`src/rtl/sync_req_pacer.sv`:
```
module sync_req_pacer #(
  parameter int OFS_W = 8,
  parameter int PER_W = 8,
  parameter int CRD_W = 5,
  parameter int DLY_W = 4
) (
  input  logic             clk,
  input  logic             rst_n,
  input  logic             in_valid,
  input  logic [7:0]       in_data,
  output logic             in_ready,
  input  logic             ack_in,
  input  logic [OFS_W-1:0] cfg_offset,
  input  logic [PER_W-1:0] cfg_period,
  output logic [8:0]       bus_data,
  output logic             bus_req,
  output logic             all_acked
);
  localparam logic [DLY_W-1:0] DLY_MAX = '1;

  typedef enum logic [1:0] {PH_IDLE, PH_SETUP, PH_STROBE, PH_TRAIL} ph_t;

  ph_t              ph;
  logic [DLY_W-1:0] cnt;
  logic [7:0]       byte_q;
  logic [CRD_W-1:0] out_q, win_q, win_n, win_e;
  logic [DLY_W-1:0] d0_q, d1_q, d2_q, d0_n, d1_n, d2_n, d0_e;
  logic [2:0]       ack_s;
  logic             idle_all, take, ack_rise, fast;

  assign fast = cfg_period <= PER_W'(25);
  assign d0_n = fast ? DLY_W'(3) : DLY_W'(6);
  assign d1_n = fast ? DLY_W'(5) : DLY_W'(12);

  always_comb begin
    logic [PER_W:0] budget, need;
    budget = {1'b0, cfg_period} >> 1;
    need   = (PER_W+1)'(d0_n) + (PER_W+1)'(d1_n) + (PER_W+1)'(3);
    if (budget < need)                          d2_n = '0;
    else if (budget - need > (PER_W+1)'(DLY_MAX)) d2_n = DLY_MAX;
    else                                         d2_n = DLY_W'(budget - need);
  end

  always_comb begin
    logic [OFS_W-1:0] pre_raw;
    logic [1:0]       pre;
    logic [2:0]       div;
    if (cfg_offset <= OFS_W'(4)) begin
      div = 3'd1; pre_raw = OFS_W'(5) - cfg_offset;
    end else if (cfg_offset <= OFS_W'(8)) begin
      div = 3'd2; pre_raw = OFS_W'(5) - (cfg_offset >> 1);
    end else if (cfg_offset <= OFS_W'(16)) begin
      div = 3'd4; pre_raw = OFS_W'(5) - (cfg_offset >> 2);
    end else begin
      div = 3'd4; pre_raw = '0;
    end
    pre   = (pre_raw > OFS_W'(3)) ? 2'd3 : pre_raw[1:0];
    win_n = (CRD_W'(4) - CRD_W'(pre)) * CRD_W'(div);
  end

  assign idle_all = (ph == PH_IDLE) && (out_q == '0);
  assign win_e    = idle_all ? win_n : win_q;
  assign d0_e     = idle_all ? d0_n  : d0_q;
  assign in_ready = ((ph == PH_IDLE) || (ph == PH_TRAIL && cnt == '0)) && (out_q < win_e);
  assign take     = in_valid && in_ready;
  assign ack_rise = ack_s[1] && !ack_s[2];

  assign bus_req   = (ph == PH_STROBE);
  assign bus_data  = (ph == PH_IDLE) ? 9'd0 : {~^byte_q, byte_q};
  assign all_acked = idle_all && !ack_s[1];

  always_ff @(posedge clk or negedge rst_n) begin
    if (!rst_n) begin
      ack_s <= '0;
      out_q <= '0;
      win_q <= CRD_W'(1);
      d0_q  <= DLY_W'(3);
      d1_q  <= DLY_W'(5);
      d2_q  <= '0;
    end else begin
      ack_s <= {ack_s[1:0], ack_in};
      out_q <= out_q + CRD_W'(take) - CRD_W'(ack_rise && out_q != '0);
      if (idle_all) begin
        win_q <= win_n;
        d0_q  <= d0_n;
        d1_q  <= d1_n;
        d2_q  <= d2_n;
      end
    end
  end

  always_ff @(posedge clk or negedge rst_n) begin
    if (!rst_n) begin
      ph     <= PH_IDLE;
      cnt    <= '0;
      byte_q <= '0;
    end else begin
      if (take) byte_q <= in_data;
      unique case (ph)
        PH_IDLE:
          if (take) begin ph <= PH_SETUP; cnt <= d0_e; end
        PH_SETUP:
          if (cnt == '0) begin ph <= PH_STROBE; cnt <= d1_q; end
          else cnt <= cnt - 1'b1;
        PH_STROBE:
          if (cnt == '0) begin ph <= PH_TRAIL; cnt <= d2_q; end
          else cnt <= cnt - 1'b1;
        PH_TRAIL:
          if (cnt != '0) cnt <= cnt - 1'b1;
          else if (take) begin ph <= PH_SETUP; cnt <= d0_q; end
          else ph <= PH_IDLE;
        default: ph <= PH_IDLE;
      endcase
    end
  end
endmodule


```
`config.mk`:
```
export PLATFORM = sky130hd
export DESIGN_NAME = sync_req_pacer
export DESIGN_NICKNAME = d
export VERILOG_FILES = /design/src/rtl/sync_req_pacer.sv
export SDC_FILE = /design/constraint.sdc
export NUM_CORES = 1
export LEC_CHECK = 0
export ABC_CLOCK_PERIOD_IN_PS = 10630
export BUFFER_PORTS_ARGS = -buffer_cell sky130_fd_sc_hd__buf_2
export CORE_ASPECT_RATIO = 1.5
export CORE_UTILIZATION = 34
export CTS_CLUSTER_SIZE = 30
export DETAILED_ROUTE_END_ITERATION = 6
export SLEW_MARGIN = 30
export SYNTH_ARGS = -nofsm -noshare
export SYNTH_HDL_FRONTEND = slang
export SYNTH_SLANG_ARGS = --single-unit
export TNS_END_PERCENT = 5
```
`constraint.sdc`:
```
create_clock -name clk -period 10.63 [get_ports clk]
set_input_delay 0.5315 -clock clk [delete_from_list [all_inputs] [get_ports clk]]
set_output_delay 0.5315 -clock clk [all_outputs]
set_load 0.02 [all_outputs]
```
==> flow_summary.json <==
{
  "run_status": "completed",
  "p_int_uw": 512,
  "switching_power_uw": 371,
  "die_h_um": 116,
  "cpPeakStageDelay_ps": 610,
  "row_count": 41,
  "r2r-start": "out_q[2]$_DFF_PN0_",
  "h-tree-depth": 2,
  "ant_nets": 0,
  "grt_use_total_pct": 15.2,
  "critical_path_class": "in2reg",
  "cp_common_cell": "ha_1",
  "yosysSeqAreaShare_pct": 31.3,
  "cts_root_buffer": "clkbuf_16",
  "async_flop_share_pct": 100,
  "finalSetupViolations": 0,
  "setup_slack_ps": 2670,
  "drive_gt1_share_pct": 15.0,
  "synth_commonest_cells": "48 x nand2_1, 35 x ha_1, 33 x dfrtp_1, 29 x inv_1, 24 x o21ai_0",
  "tns_ps": 0,
  "post_cts_buffers": 0,
  "rsz0062_at_grt": "no",
  "synth-edff-count": 0,
  "die_w_um": 78.3,
  "die_area_um2": 9120,
  "r2r-end": "out_q[4]$_DFF_PN0_",
  "synth_top_area_share_pct": 27.8,
  "hold_path_class": "in2async",
  "power.share.clock_pct": 17.4,
  "syn_area_per_cell_um2": 8.71,
  "timing.fmax_mhz": 126,
  "critPathArrivalTime_ps": 8120,
  "io_buffers": 38,
  "synth_most_common_cell": "nand2_1",
  "slew_headroom_pct": 44.8,
  "crit_fanout": 13,
  "reg2reg_setup_slack_ps": 5060,
  "fin_crit_ps": 7960,
  "num-nets-final": 445,
  "start_util_pct": 35.1,
  "clk_pin_slew_ps": 60,
  "yosysTopAreaCell": "dfrtp_1",
  "drt_iter0_drc": 99,
  "coreArea_um2": 8460,
  "slew_viol_final": 0,
  "endpoint_kind": "flip-flop",
  "place_ws_ps": 2340,
  "drcViolationCount": 0,
  "sw_frac_of_total_pct": 42.0,
  "synth.area.top_cells": "dfrtp_1 28%, ha_1 15%, nand2_1 6.1%",
  "area_delta_synth_final_pct": 14.9,
  "post_drt_via_cell_ratio": 5.11,
  "grt_overflow": 0,
  "synth_top_flop_cell": "dfrtp_1",
  "hold_viol_final": 0,
  "antennaDiodeCount": 0,
  "cts.sinks": 37,
  "cts_tree": "done",
  "timing.final.crit_share_pct": 74.9,
  "gp_congestion": 0.872,
  "maxCapViolCount": 0,
  "ctsHoldBuffers": 0,
  "synthesis.nets": 408,
  "hpwl_um": 4890,
  "ys_types": 56,
  "grt_pass1_vias": 2474,
  "finalNonFillerCells": 486,
  "fill_cells": 858,
  "cts_resized": 0,
  "synth_seq_cells": 37,
  "pwr_density_cell_nw_per_um2": 259,
  "reg2regPathDepth": 23,
  "cp-start-kind": "primary input",
  "peakVddDrop_mv": 0.159,
  "clock-skew-final_ps": 6.55,
  "multi_input_area_um2": 1890,
  "wl_per_cell_um": 12.9,
  "grt_max_degree": 38,
  "dp.cells": 478,
  "combPwrFrac_pct": 53.6,
  "synthCells": 341,
  "yosys_warnings": 0,
  "p_leak_nw": 1.69,
  "cts_inserted_buffers": 5,
  "clk_path_buf_depth": 2,
  "p_seq_share_pct": 29.1,
  "antenna_found_initial": 0,
  "drt-total-wl_um": 6260,
  "worst_pin_slew_ps": 828,
  "cpMaxStageDelayCell": "nor3_1",
  "pin_count": 40,
  "synth_area_um2": 2970,
  "grt_pass1_wl_um": 11100,
  "vias": 2482,
  "whs_ps": 349,
  "drt_pass1_iterations": 4,
  "clk_latency_ps": 280,
  "worstPathRequired_ps": 10790,
  "regArea_um2": 931,
  "power_uw": 883
}
-- cells by family (layout without fill, tap and decap cells) --
family / count (synthesis) / count (layout) / share of synthesized area [%]
AOI/OAI and AO/OA: 73 / 73 / 15.9
xor gates and xnor gates: 16 / 16 / 4.72
adders and majority gates: 39 / 39 / 17.4
buffers and inverters: 38 / 76 / 5.14
DFF: 37 / 37 / 31.3
muxes: 8 / 8 / 2.86
and+or+nand+nor: 130 / 130 / 22.6
-- worst max-delay path: cells and delay by family --
family,cells,cell delay (ps)
fa+ha+maj,9,2690
compound gates,4,690
xor+xnor,3,380
mux,1,220
simple gates,12,2810
buf+inv,7,790
-- power by group through the flow --
stage / Clock (mW) / Sequential [mW] / Combinational (mW)
global placement: 0 / 0.256 / 0.460
CTS: 0.156 / 0.257 / 0.478
detailed placement: 0 / 0.258 / 0.474
global route: 0.163 / 0.266 / 0.541
finish: 0.153 / 0.257 / 0.473
floorplan: 0 / 0.245 / 0.375
-- per-stage QoR --
step                      utilization [%]  cell area (µm²)
after detailed placement             38.4             3250
after CTS                            40.3             3410
final                                40.3             3410
after global routing                 40.3             3410
after global placement               38.4             3250
after floorplan                         -             2970
-- flip-flops by register name, summed over array words and instances (netlist names) --
| signal | cells |
|---|---|
| ack_s | 3 |
| win_q | 5 |
| cnt | 4 |
| byte_q | 8 |
| out_q | 5 |
| d1_q | 2 |
| d0_q | 4 |
| ph | 2 |
| d2_q | 4 |
-- routing by layer --
metal | track usage, % | routed length [µm]
met1 | 16.6 | 2680
met4 | 5.43 | 117
met3 | 2.19 | 175
met5 | 0 | 0
met2 | 29.4 | 3290
-- cell usage in the layout (no fill, tap or decap), drive strengths merged, types with 3 or more instances in the layout --
cell type	instances
ha	35
mux2i	4
a21oi	16
xor2	4
nor3	7
o211a	3
xnor2	12
nand2	48
nand3	5
o21a	3
dfrtp	33
dfstp	4
nor3b	3
nor2	21
or3	5
and2	8
o21ai	25
inv	30
nand2b	3
fa	4
a21o	3
clkbuf	7
nor2b	16
mux2	4
buf	38
nand4	4
-- worst max path at each step --
stage | start | to | slack [ps]
6_report | cfg_offset[3] | out_q[4]$_DFF_PN0_ | 2670
3_3_place_gp | cfg_offset[3] | out_q[4]$_DFF_PN0_ | 2390
5_1_grt | cfg_offset[3] | out_q[4]$_DFF_PN0_ | 1970
3_5_place_dp | cfg_offset[3] | out_q[4]$_DFF_PN0_ | 2340
2_1_floorplan | cfg_offset[4] | out_q[4]$_DFF_PN0_ | 3310
4_1_cts | cfg_offset[3] | out_q[4]$_DFF_PN0_ | 2640
-- cell type report --
type                            instances  share of cell area (%)
Multi-Input combinational cell        266                    55.3
Tap cell                              107                    3.92
Clock inverter                          1                   0.147
Timing Repair Buffer                   38                    5.57
Inverter                               30                    3.30
Sequential cell                        37                    27.3
Clock buffer                            7                    4.47
Note: power is estimated with default switching activity, not from simulation.
